`src/rtl/los_pkg.sv`:
```
// Package: shared types for the loss-of-signal detector.
// Assumes: the flag state is encoded so that its bit value equals the
// active-low output level.
package los_pkg;

    typedef enum logic {
        ST_LOST = 1'b0,
        ST_GOOD = 1'b1
    } los_state_e;

endpackage

```
`src/rtl/los_win_sel.sv`:
```
// Module: los_win_sel
// Derives the effective run length from the programmed value. Zero picks
// the default, and everything else is held inside [WIN_MIN, WIN_MAX].
// Assumes: WIN_MIN <= WIN_DEF <= WIN_MAX < 2**CNT_W.
module los_win_sel #(
    parameter int CNT_W   = 8,
    parameter int WIN_MIN = 100,
    parameter int WIN_MAX = 250,
    parameter int WIN_DEF = 175
) (
    input  logic [CNT_W-1:0] win_len,
    output logic [CNT_W-1:0] win_eff
);
    localparam logic [CNT_W-1:0] MIN_V = CNT_W'(WIN_MIN);
    localparam logic [CNT_W-1:0] MAX_V = CNT_W'(WIN_MAX);
    localparam logic [CNT_W-1:0] DEF_V = CNT_W'(WIN_DEF);

    // Select default, lower bound, upper bound or the programmed value.
    always_comb begin
        if (win_len == '0)
            win_eff = DEF_V;
        else if (win_len < MIN_V)
            win_eff = MIN_V;
        else if (win_len > MAX_V)
            win_eff = MAX_V;
        else
            win_eff = win_len;
    end

    // effective window always inside the allowed range
    always_comb begin
        p_win_in_range_r7: assert (win_eff >= MIN_V && win_eff <= MAX_V);
    end

endmodule

```
`src/rtl/los_run_cnt.sv`:
```
// Module: los_run_cnt
// Counts consecutive cycles of the "opposing" condition. It pulses done on
// the cycle that completes a full run and then starts over. Any cycle
// without the opposing condition clears the count.
// Assumes: win_eff >= 1 and win_eff <= WIN_MAX.
module los_run_cnt #(
    parameter int CNT_W   = 8,
    parameter int WIN_MAX = 250
) (
    input  logic             clk,
    input  logic             rst_n,
    input  logic             opposing,
    input  logic [CNT_W-1:0] win_eff,
    output logic [CNT_W-1:0] run_cnt,
    output logic             done
);
    localparam logic [CNT_W:0] ONE_EXT = (CNT_W+1)'(1);

    logic [CNT_W:0] cnt_next_ext;

    // Count including the present cycle, widened to avoid wrap.
    always_comb begin
        cnt_next_ext = {1'b0, run_cnt} + ONE_EXT;
        done         = opposing && (cnt_next_ext >= {1'b0, win_eff});
    end

    // Advance, restart on a break, or wrap to zero on completion.
    always_ff @(posedge clk) begin
        if (!rst_n)
            run_cnt <= '0;
        else if (!opposing || done)
            run_cnt <= '0;
        else
            run_cnt <= cnt_next_ext[CNT_W-1:0];
    end

    // a break cycle leaves the count at zero
    p_break_restarts_r4: assert property (@(posedge clk) disable iff (!rst_n)
        !opposing |=> run_cnt == '0);

    // the count never runs past the largest window
    p_cnt_bounded_r2: assert property (@(posedge clk) disable iff (!rst_n)
        run_cnt < CNT_W'(WIN_MAX));

endmodule

```
`src/rtl/los_flag.sv`:
```
// Module: los_flag
// Holds the loss/good state and toggles it when the run counter reports
// a completed window. Resets to the loss state.
// Assumes: done is only raised while the input opposes the current state.
module los_flag
    import los_pkg::*;
(
    input  logic       clk,
    input  logic       rst_n,
    input  logic       done,
    output los_state_e state
);
    // Toggle the state on completion of a window.
    always_ff @(posedge clk) begin
        if (!rst_n)
            state <= ST_LOST;
        else if (done)
            state <= (state == ST_LOST) ? ST_GOOD : ST_LOST;
    end

    // the state changes only on a completed window
    p_change_needs_done_r3: assert property (@(posedge clk) disable iff (!rst_n)
        state != $past(state) |-> $past(done));

endmodule

```
`src/rtl/los_detector.sv`:
```
// Module: los_detector (top)
// Loss-of-signal detector with symmetric hysteresis windows and receive
// data gating. The flag is registered. The data rails are gated
// combinationally by the registered flag.
// Assumes: all inputs are synchronous to clk.
module los_detector
    import los_pkg::*;
#(
    parameter int CNT_W   = 8,
    parameter int WIN_MIN = 100,
    parameter int WIN_MAX = 250,
    parameter int WIN_DEF = 175,
    parameter int RAILS   = 2
) (
    input  logic             clk,
    input  logic             rst_n,
    input  logic             sig_present,
    input  logic [CNT_W-1:0] win_len,
    input  logic             rx_pos_in,
    input  logic             rx_neg_in,
    output logic             rx_pos_out,
    output logic             rx_neg_out,
    output logic             los_n
);
    logic [CNT_W-1:0] win_eff;
    logic [CNT_W-1:0] run_cnt;
    logic             done;
    logic             opposing;
    los_state_e       state;
    logic [RAILS-1:0] rail_in;
    logic [RAILS-1:0] rail_out;

    los_win_sel #(
        .CNT_W  (CNT_W),
        .WIN_MIN(WIN_MIN),
        .WIN_MAX(WIN_MAX),
        .WIN_DEF(WIN_DEF)
    ) u_win_sel (
        .win_len(win_len),
        .win_eff(win_eff)
    );

    // Opposing means the input disagrees with the current state.
    always_comb begin
        opposing = (state == ST_LOST) ? sig_present : !sig_present;
    end

    los_run_cnt #(
        .CNT_W  (CNT_W),
        .WIN_MAX(WIN_MAX)
    ) u_run_cnt (
        .clk     (clk),
        .rst_n   (rst_n),
        .opposing(opposing),
        .win_eff (win_eff),
        .run_cnt (run_cnt),
        .done    (done)
    );

    los_flag u_flag (
        .clk  (clk),
        .rst_n(rst_n),
        .done (done),
        .state(state)
    );

    // Drive the active-low flag from the state.
    always_comb begin
        los_n = (state == ST_GOOD);
    end

    // Collect the rails into a vector for uniform gating.
    always_comb begin
        rail_in = '0;
        rail_in[0] = rx_pos_in;
        rail_in[1] = rx_neg_in;
    end

    // One gate per rail, each closed while loss is declared.
    for (genvar g = 0; g < RAILS; g++) begin : g_rail
        always_comb begin
            rail_out[g] = rail_in[g] & los_n;
        end
    end

    // Present the gated rails on the ports.
    always_comb begin
        rx_pos_out = rail_out[0];
        rx_neg_out = rail_out[1];
    end

    // the first cycle after reset is in loss
    p_loss_after_reset_r1: assert property (@(posedge clk) disable iff (!rst_n)
        $past(!rst_n) |-> !los_n);

    // a rise only follows a sampled present cycle
    p_rise_needs_present_r2: assert property (@(posedge clk) disable iff (!rst_n)
        $rose(los_n) |-> $past(sig_present));

    // a fall only follows a sampled absent cycle
    p_fall_needs_absent_r3: assert property (@(posedge clk) disable iff (!rst_n)
        $fell(los_n) |-> !$past(sig_present));

    // rails are quiet while loss is declared
    p_rails_quiet_r5: assert property (@(posedge clk) disable iff (!rst_n)
        !los_n |-> (!rx_pos_out && !rx_neg_out));

endmodule

```
`config.mk`:
```
export PLATFORM = sky130hd
export DESIGN_NAME = los_detector
export DESIGN_NICKNAME = d
export VERILOG_FILES = /design/src/rtl/los_pkg.sv /design/src/rtl/los_win_sel.sv /design/src/rtl/los_run_cnt.sv /design/src/rtl/los_flag.sv /design/src/rtl/los_detector.sv
export SDC_FILE = /design/constraint.sdc
export NUM_CORES = 1
export LEC_CHECK = 0
export ABC_CLOCK_PERIOD_IN_PS = 2250
export BUFFER_PORTS_ARGS = -buffer_cell sky130_fd_sc_hd__buf_2
export CAP_MARGIN = 20
export CORE_AREA = 3 3 43 45
export DETAILED_ROUTE_END_ITERATION = 10
export DIE_AREA = 0 0 46 48
export GPL_TIMING_DRIVEN = 1
export PLACE_DENSITY = 0.7
export SLEW_MARGIN = 20
export SYNTH_ARGS = -nofsm -noshare
export SYNTH_HDL_FRONTEND = slang
export SYNTH_SLANG_ARGS = --single-unit
```
`constraint.sdc`:
```
create_clock -name clk -period 2.25 [get_ports clk]
set_input_delay 0.225 -clock clk [delete_from_list [all_inputs] [get_ports clk]]
set_output_delay 0.225 -clock clk [all_outputs]
set_load 0.01 [all_outputs]
```
==> out/metrics.yaml <==
cts:
  root_buffer: "clkbuf_4"
  numCtsBuffers: 3
  clkSlewWorstSetupHoldPaths_ns: 0.06
  cts_tree: "built"
  insertion_delay_ns: 0.26
  htree_num_levels: 1
  cts_buffer_depth: 2
  cts.sink_count: 9
status:
  failed_checks: "setup timing"
  status: "complete, but fails checks"
critical_path:
  cp_slowest_stage_delay_ns: 0.37
  path_delay_family: "simple AND/OR/NAND/NOR gates"
  slowest_stage: "dfxtp_2"
  cp_max_fo: 5
  critPathLaunchType: "register"
  cp.depth: 8
  worst_ep_arrival_time_ns: 2.48
  path_buf_inv: 0
  required_ns: 2.41
  cp_cell_sequence: "nand3_2, nor3_1, xor2_1, ha_1, and3_1, a221oi_4, o211ai_4, nor3_2"
  cp-end-kind: "register"
  crit_type: "register to register"
  worstRegToRegCells: 8
logic_synthesis:
  synth_top_family_by_area: "simple AND/OR/NAND/NOR gates"
  ys_types: 28
  ys.flop_type: "dfxtp_1"
  synth_nets: 99
  synth_compound_area_frac: 0.152
  yosys.area_share.simple: 0.318
  synthAdderAreaFrac: 0.162
  yosys_warnings: 0
  synth_area_um2: 693
  async_flop_share: 0
  synth-seq-area-share: 0.260
  synth_area_per_cell_um2: 9.00
  yosys_register_bits: 9
  synth.mux.area_fraction: 0.0144
  synth_edf_count: 0
  yosys.area_share.xor_xnor: 0.0884
  syn_inst: 77
placement:
  dpl.hpwl_mm: 1.30
  gp_congestion: 0.759
  io_buffers: 15
timing:
  slew_headroom: 0.733
  timing.setup.tns_ns: -0.201
  rsz0062_at_grt: "true"
  min_period_over_period: 1.03
  drv_slew: 0
  hold_viol: 0
  clock.fmax_mhz: 431
  skew_ns: 0.00927
  min_period_ns: 2.32
  worst_pin_slew_ns: 0.400
  finalSetupViolCount: 9
  setup_ws_ns: -0.0698
power_and_ir_drop:
  p_comb_frac: 0.221
  p_clk_frac: 0.327
  p_sw_frac: 0.251
  power.density_mw_per_mm2: 336
  p_leak_nw: 0.521
  power_switching_w: 0.0000914
  seq_power_share: 0.452
  internal_power_w: 0.000272
  ir_worst_vdd_uv: 346
floorplanning:
  dieArea_mm2: 0.00221
  die_h_um: 48
  io_pins: 16
  die_x_um: 46
  rows: 14
  start_util: 0.460
  core_area_mm2: 0.00151
flow_run:
  maxCapViolations: 0
detailed_routing:
  wl_per_cell_um: 13.5
  drt_wl_total_mm: 1.78
  viasPerCell: 5.41
  first_pass_iters: 4
  vias: 714
  ant_nets: 0
  drt-initial-drc-count: 13
  drc: 0
final_layout:
  area_growth_pct: 55.8
  final_util: 0.717
  final_common_cell: "buf_4"
  drive_gt1_frac: 0.526
  layout_common_cells: "buf_4, buf_2, nand2_1, ha_1"
  antenna_cells: 0
  nets: 139
global_routing:
  grt_usage: 0.155
  grt_pass1_vias: 619
  grt_max_degree: 10
  antenna_found_initial: 0
  grt-ovfl-total: 0
  grt_pass1_wl_mm: 2.47
min_path:
  hold_class: "input pin to register"
  hold-path-cell-count: 3
## routing by layer
layer  wire length (µm)  share of wire  up-vias  track usage
li1                   -              -      360            -
met5                  0              0        -            0
met4                 29          0.016        0       0.0682
met3                 74          0.042        4       0.0338
met1                686           0.39      331        0.172
met2                987           0.56       19        0.280
## metrics by stage
| step | cell area [µm²] | power (W) | hold WS (ns) | cells | setup slack [ns] |
|---|---|---|---|---|---|
| 2_1_floorplan | 699 | 0.000196 | 0.367 | 77 | 0.00277 |
| 3_5_place_dp | 930 | 0.000238 | 0.493 | 126 | -0.249 |
| 3_3_place_gp | 930 | 0.000236 | 0.490 | 126 | -0.188 |
| 5_1_grt | 1080 | 0.000393 | 0.249 | 132 | -0.187 |
| 4_1_cts | 961 | 0.000359 | 0.230 | 130 | -0.00209 |
| 6_report | 1080 | 0.000363 | 0.237 | 132 | -0.0698 |
## area by class of cell
cell class,count,area [µm²]
Multi-Input combinational cell,68,619
Fill cell,113,427
Timing Repair Buffer,34,224
Sequential cell,9,186
Clock buffer,4,26.3
Tap cell,16,20.0
Inverter,1,3.75
## Yosys cell counts (3+ instances only)
cell type,n,area [µm²]
a21o_1,3,22.5
a21oi_1,3,15.0
dfxtp_1,9,180
ha_1,9,113
nand2_1,9,33.8
nand3_1,4,20.0
nor2_1,3,11.3
nor3_1,3,15.0
nor3b_1,6,45.0
xor2_1,5,43.8
## cells by family after synthesis
family / after synthesis
adders and majority gates: 9
DFF: 9
and+or+nand+nor: 38
AOI/OAI and AO/OA: 12
buffers and inverters: 1
xor gates and xnor gates: 7
muxes: 1
## flip-flops by register name, indices dropped and copies added (netlist names)
register           flops
u_run_cnt.run_cnt      8
u_flag.state           1
## worst min-delay path, cell delays in order
cell,delay [ns]
buf_2,0.11
nand2_1,0.05
mux2i_1,0.06
## power groups by stage
| stage | Combinational [W] | Sequential, W | Clock [W] |
|---|---|---|---|
| 2_1_floorplan | 0.0000297 | 0.000167 | 0 |
| 6_report | 0.0000804 | 0.000164 | 0.000119 |
| 3_5_place_dp | 0.0000715 | 0.000167 | 0 |
| 5_1_grt | 0.0000900 | 0.000164 | 0.000139 |
| 3_3_place_gp | 0.0000691 | 0.000167 | 0 |
| 4_1_cts | 0.0000720 | 0.000163 | 0.000124 |
## what timing repair did
item	CTS	global route
gates resized for setup	1	21
buffers inserted	0	1
hold buffers	0	0
gates cloned	0	1
endpoints found under the setup margin	1	9
pin swaps	0	14
## final timing paths
kind	start	endpoint	slack (ns)
worst min-delay path	sig_present	u_flag.state	0.24
worst max-delay path	u_run_cnt.run_cnt[4]	u_run_cnt.run_cnt[0]	-0.07
worst max register to register	u_run_cnt.run_cnt[4]	u_run_cnt.run_cnt[0]	-0.07
worst min register to register	u_run_cnt.run_cnt[0]	u_run_cnt.run_cnt[0]	0.47
No activity file was read; power rests on OpenSTA's default activity.
